[config.mk]
export PLATFORM = sky130hd
export DESIGN_NAME = duc_nco
export DESIGN_NICKNAME = d
export VERILOG_FILES = /design/src/rtl/duc_nco.sv
export SDC_FILE = /design/constraint.sdc
export NUM_CORES = 1
export LEC_CHECK = 0
export BUFFER_PORTS_ARGS = -buffer_cell sky130_fd_sc_hd__buf_2
export CAP_MARGIN = 20
export CORE_ASPECT_RATIO = 0.7
export CORE_MARGIN = 2
export CORE_UTILIZATION = 53
export DETAILED_ROUTE_END_ITERATION = 8
export GPL_TIMING_DRIVEN = 0
export PLACE_DENSITY = 0.71
export SLEW_MARGIN = 30
export SYNTH_ARGS = -nofsm -noshare
export SYNTH_HDL_FRONTEND = slang
export SYNTH_SLANG_ARGS = --single-unit
export TNS_END_PERCENT = 5
[constraint.sdc]
create_clock -name clk -period 3.8 [get_ports clk]
set_input_delay 0.38 -clock clk [delete_from_list [all_inputs] [get_ports clk]]
set_output_delay 0.38 -clock clk [all_outputs]
set_load 0.01 [all_outputs]
[src/rtl/duc_nco.sv]
module duc_nco #(
  parameter int NCH   = 2,
  parameter int FTW_W = 32,
  parameter int PH_W  = 16,
  parameter int AW    = 8
) (
  input  logic                clk,
  input  logic                rst_n,
  input  logic                wr_en,
  input  logic [AW-1:0]       wr_addr,
  input  logic [7:0]          wr_data,
  output logic [NCH*PH_W-1:0] phase_out,
  output logic [NCH*6-1:0]    sel_out
);
  localparam int FB       = FTW_W / 8;
  localparam int PB       = PH_W / 8;
  localparam int CFG_OFS  = 0;
  localparam int FTW_OFS  = 4;
  localparam int POF_OFS  = 8;
  localparam int STB_ADDR = NCH * 16;

  logic            stb;
  logic [AW-5:0]   a_ch;
  logic [3:0]      a_off;
  logic [NCH-1:0]  clr_v, pend_v;
  logic [NCH*FTW_W-1:0] acc_v, ftwa_v;

  assign stb   = wr_en && (wr_addr == AW'(STB_ADDR));
  assign a_ch  = wr_addr[AW-1:4];
  assign a_off = wr_addr[3:0];

  for (genvar c = 0; c < NCH; c++) begin : g_ch
    logic             hit;
    logic [FTW_W-1:0] ftw_s, ftw_a, acc;
    logic [PH_W-1:0]  pof_s, pof_a;
    logic             clr_q, pend;
    logic [5:0]       sel_q;

    assign hit = wr_en && (a_ch == (AW-4)'(c));

    always_ff @(posedge clk) begin
      if (!rst_n) begin
        ftw_s <= '0; ftw_a <= '0; acc <= '0;
        pof_s <= '0; pof_a <= '0;
        clr_q <= 1'b0; pend <= 1'b0; sel_q <= '0;
      end else begin
        if (hit && a_off == 4'(CFG_OFS)) begin
          clr_q <= wr_data[0];
          sel_q <= wr_data[7:2];
        end
        if (stb)
          pend <= 1'b0;
        else if (hit && a_off == 4'(CFG_OFS) && wr_data[1])
          pend <= 1'b1;
        for (int k = 0; k < FB; k++)
          if (hit && a_off == 4'(FTW_OFS + k))
            ftw_s[8*(FB-1-k) +: 8] <= wr_data;
        for (int k = 0; k < PB; k++)
          if (hit && a_off == 4'(POF_OFS + k))
            pof_s[8*(PB-1-k) +: 8] <= wr_data;
        if (stb) begin
          ftw_a <= ftw_s;
          pof_a <= pof_s;
        end
        if (clr_q || (stb && pend))
          acc <= '0;
        else
          acc <= acc + ftw_a;
      end
    end

    assign phase_out[c*PH_W +: PH_W] = acc[FTW_W-1 -: PH_W] + pof_a;
    assign sel_out[c*6 +: 6]         = sel_q;
    assign clr_v[c]                  = clr_q;
    assign pend_v[c]                 = pend;
    assign acc_v[c*FTW_W +: FTW_W]   = acc;
    assign ftwa_v[c*FTW_W +: FTW_W]  = ftw_a;
  end
endmodule

# Yosys cells after proc, flatten, opt, wreduce, memory -nomap -nowiden
# Cells that the tools add are included.
[totals]
in_bits = 19
elab_cells = 65
out_inout_bits = 44
ff_bits = 272
[op_classes]
bitwise = 1
addsub = 4
eq_ne = 8
reduce_logical = 28
[op_table]
columns = ["cell", "n"]
rows = [
  ["$add A32 B32 Y32", 2],
  ["$add A16 B16 Y16", 2],
  ["$logic_and A1 B1 Y1", 21],
  ["$eq A4 B3 Y1 const B", 4],
  ["$eq A4 B4 Y1 const B", 2],
  ["$eq A8 B6 Y1 const B", 1],
  ["$logic_not A4 Y1", 2],
  ["$reduce_or A2 Y1", 3],
  ["$eq A4 B1 Y1 const B", 1],
  ["$logic_or A1 B1 Y1", 2],
  ["$not A1 Y1", 1],
]

# Longest topological paths before layout
[depth]
word_depth = 5
mapped_depth = 10
depth_no_buf = 10

# Worst setup path before layout
# OpenSTA, ideal clock, no wires.
[synth_path]
kind = "reg2out"
startpoint = "reg g_ch[1].acc[16]"
endpoint = "out phase_out[28]"
stages_incl_launch_ff = 10
slack_ps = 1010
arrival_ps = 2410
n_path_buf = 0
required_time_ps = 3420
cell_sequence = "dfxtp_1 ha_1 fa_1 a21o_1 a21oi_1 o21bai_1 a21o_1 a21oi_1 o21ai_0 o311ai_0"
[synth_via]
elab_chain_len = 1
[synth_lines]
columns = ["item", "line_no", "rtl"]
rows = [
  ["from (decl)", "34", "logic [FTW_W-1:0] ftw_s, ftw_a, acc;"],
  ["from (signal assigned)", "68", "acc <= acc + ftw_a;"],
  ["$add A16 B16 Y16", "72", "assign phase_out[c*PH_W +: PH_W] = acc[FTW_W-1 -: PH_W] + pof_a;"],
  ["to (decl)", "12", "output logic [NCH*PH_W-1:0] phase_out,"],
]
# No other way between the ends.

# Final worst setup path
[layout_path]
startpoint = "reg g_ch[0].acc[16]"
endpoint = "out phase_out[12]"
[layout_via]
elab_chain_len = 1
[layout_lines]
columns = ["item", "line_no"]
rows = [
  ["from (decl)", "34"],
  ["from (signal assigned)", "68"],
  ["$add A16 B16 Y16", "72"],
]
# No other way between the ends.

==> summary.txt <==
Status
  • Status: finished clean

Synth
  • Number of flops mapped to enable cells by yosys: 0
  • Cells after synthesis: ~1600
  • Post-synth top area cell: dfxtp_1
  • Most common cell in the netlist: dfxtp_1
  • Yosys warning total: 0
  • Syn_area_per_cell: about 8.9 um^2
  • FFs w/ async S/R, synth: 0
  • Cell variety after synth: 65
  • Mapped Nets: roughly 1700
  • Syn Std Cell Area: ~14000 um^2
  • Ys flop type: dfxtp_1
  • Synth area leaders: dfxtp_1 39%, mux2i_1 8.4%, ha_1 8.2%
  • Sequential area share after synthesis: 0.389
  • #FFs+latches synth: around 270
  • Yosys top cell area share: 0.389
  • Most frequent cells after synthesis: 272 x dfxtp_1, 249 x nand2_1, 117 x mux2i_1

Timing
  • Slew Limit Fails: 0
  • Tmin final: 3.63 ns
  • TNS Setup: 0 ns
  • Setup Viol. Count Final: 0
  • Final Hold Fails: 0
  • Fmax: around 0.28 GHz
  • RSZ-0062 raised after global routing: false
  • Slew @ Worst Pin: 0.982 ns
  • Slew HR: 0.343
  • Tcrit/Tclk final: 0.955
  • Final Skew: 0.0167 ns

Cells and area
  • Fraction of layout cells with a size suffix above 1: 0.0783
  • Post-route cell area: 15700 um^2
  • Fin nets: between 1500 and 2000
  • Fillers: approximately 2300
  • Area delta synth->final: 12.0%

Critical path
  • CP bufs+invs: 1
  • Largest stage delay, worst path: 0.43 ns
  • Critical path class: reg -> out
  • CP Capture Type: output port
  • Crit path cell chain: ha_1 -> fa_1 -> a21o_1 -> a21oi_1 -> o21bai_1 -> a21oi_1 -> o21bai_1 -> a31o_2 -> a21oi_1 -> xnor2_1 -> buf_2
  • Crit path DAT: between 3 and 4 ns
  • R2R depth: 9
  • Crit Path Max Fanout: 3
  • CP startpoint: g_ch[0].acc[16]$_SDFF_PP0_
  • WP depth: 11
  • Crit path max-delay cell type: fa_1
  • Crit-path leading delay family: compound AO/OA/AOI/OAI gates
  • Required @ worst endpoint: ~3.4 ns
  • R2R Path Start: g_ch[0].ftw_a[5]$_SDFFE_PN0N_
  • CP dominant cell by count: a21oi_1
  • Worst Setup Start Kind: register

Detailed routing
  • DRT Pass-1 Iters: 5
  • Drt total wl: between 30000 and 40000 um
  • Via count: between 10000 and 15000
  • Top Metal Used: met4
  • Starting DRT DRC Count: between 900 and 1000
  • DR vias/cell: approximately 5.5
  • WL per Instance: 17.4 um
  • Met2 WL post-DR: 14300 um
  • Metal3 WL: roughly 2300 um
  • Antenna-violating nets left: 0
  • DRC: 0
  • Met1 WL: ~19000 um

Worst hold path
  • Hold Startpoint: wr_data[0]
  • Hold Path Stages: 3
  • Hold/Removal Path Class: in -> reg

Die
  • Core area: 25800 um^2
  • Die height: roughly 140 um
  • DIE AREA: roughly 28000 um^2
  • Rows: 49
  • I/O pins: 63
  • Die Wd: roughly 200 um
  • Initial core utilization: 0.543

Clock network
  • Clock Tree Root: clkbuf_16
  • Clock buffer depth: 3
  • H-tree levels: 1
  • Setup Buffers After CTS: 0
  • Hold buffer count at cts: 0
  • CTS tree: built
  • Clk slew on worst S/H paths: 0.07 ns
  • Clock tree sinks: 272
  • Cts repair resizes: 0
  • Clk_lat worst skew: about 0.54 ns
  • CTS Buf Count: 27

GRT
  • Global-route wire length before repair: ~57000 um
  • Initial antenna violation count: 3
  • GRT Total Usage: 0.255
  • Pin count of the biggest net entering global routing: 16
  • GRT overflow: 0
  • Vias in the first global route: between 10000 and 15000

Power
  • Clock share of power: 0.475
  • Internal power: between 4 and 5 mW
  • Leak: 6.26 nW
  • Gate power share: 0.030
  • Sw Ratio: 0.223
  • Maximum vdd drop: slightly above 0.3 mV
  • Flop pwr share: 0.495
  • Net Sw Power: 1.29 mW
  • Pwr per Cell Area: between 300 and 400 nW/um^2

Job
  • Max-cap check violation count: 0

Placement
  • GP Congestion: just under 0.9
  • Port buffer count: 60
  • Dpl hpwl: between 20000 and 30000 um
  • Placement Cell Area: between 10000 and 15000 um^2
## cells in the final DEF (no fill, tap or decap), drive strengths merged, types with 19 or more instances in the layout
cell type	n
a21boi	98
a21o	49
a21oi	82
buf	67
clkbuf	101
dfxtp	272
ha	92
inv	21
mux2i	117
nand2	249
nand2b	19
nor2	92
nor2b	115
nor3	20
o21ai	36
xnor2	39
xor2	35
## routing by layer
layer | GRT usage | up-vias
met5 | 0 | -
met4 | 0.0356 | 0
met3 | 0.0445 | 31
met2 | 0.364 | 274
met1 | 0.405 | 5373
li1 | - | 5660
## power groups by stage
stage / Combinational, mW / Sequential (mW) / Clock (mW)
6_report: 0.174 / 2.86 / 2.74
5_1_grt: 0.185 / 2.85 / 2.89
4_1_cts: 0.170 / 2.86 / 2.77
3_5_place_dp: 0.170 / 2.92 / 0
3_3_place_gp: 0.167 / 2.92 / 0
2_1_floorplan: 0.100 / 2.92 / 0
## per-stage QoR
step	cells	worst slack, ns	power, mW	utilization	hold slack (ns)
6_report	2044	0.170	5.77	0.608	0.200
5_1_grt	2042	0.0182	5.93	0.608	0.204
4_1_cts	2042	0.0598	5.80	0.607	0.178
3_5_place_dp	1993	0.401	3.09	0.572	0.455
3_3_place_gp	1993	0.423	3.09	0.572	0.455
2_1_floorplan	1576	1.01	3.02	-	0.443
## state kept, by name, summed over array words and instances, names as in the netlist
name / cells
g_ch.acc: 64
g_ch.ftw_a: 64
g_ch.ftw_s: 64
g_ch.pof_a: 32
g_ch.pof_s: 32
g_ch.sel_q: 12
g_ch.clr_q: 2
g_ch.pend: 2
## final timing paths
path / endpoint / slack [ns]
worst max-delay path: phase_out[12] / 0.17
worst min register to register: g_ch[1].ftw_a[29]$_SDFFE_PN0N_ / 0.47
worst min-delay path: g_ch[0].ftw_s[0]$_SDFFE_PN0P_ / 0.20
worst max register to register: g_ch[0].acc[27]$_SDFF_PP0_ / 0.56
## worst register-to-register path, stage by stage, from the launching register on
cell	delay (ns)
dfxtp_1	0.32
ha_1	0.33
o21a_1	0.16
o21ai_0	0.11
a31oi_1	0.36
a21oi_1	0.20
o31ai_1	0.74
a31oi_1	0.28
o21bai_1	0.27
mux2_2	0.35
## cells by family (layout without fill, tap and decap cells)
family                   count (synthesis)  in the layout  share of synthesized area
AND/OR/NAND/NOR                        566            566                      0.194
multiplexers                           119            119                     0.0852
adder cells (fa/ha/maj)                 96             96                     0.0879
XOR/XNOR                                74             74                     0.0463
other                                    0              2                          0
flip-flops                             272            272                      0.389
buffers and inverters                   96            205                     0.0260
AO/OA/AOI/OAI                          353            353                      0.172
## cell type report
class / instances / area, um^2 / area share
Timing Repair Buffer: 60 / 300 / 0.0191
Clock inverter: 18 / 185 / 0.0118
Multi-Input combinational cell: 1208 / 8220 / 0.524
Clock buffer: 31 / 721 / 0.0459
Buffer: 77 / 293 / 0.0187
Inverter: 19 / 71.3 / 0.00455
Sequential cell: 272 / 5450 / 0.347
Tap cell: 357 / 447 / 0.0285
Antenna cell: 2 / 5.00 / 0.000319
Power figures use the tool's default switching activity.
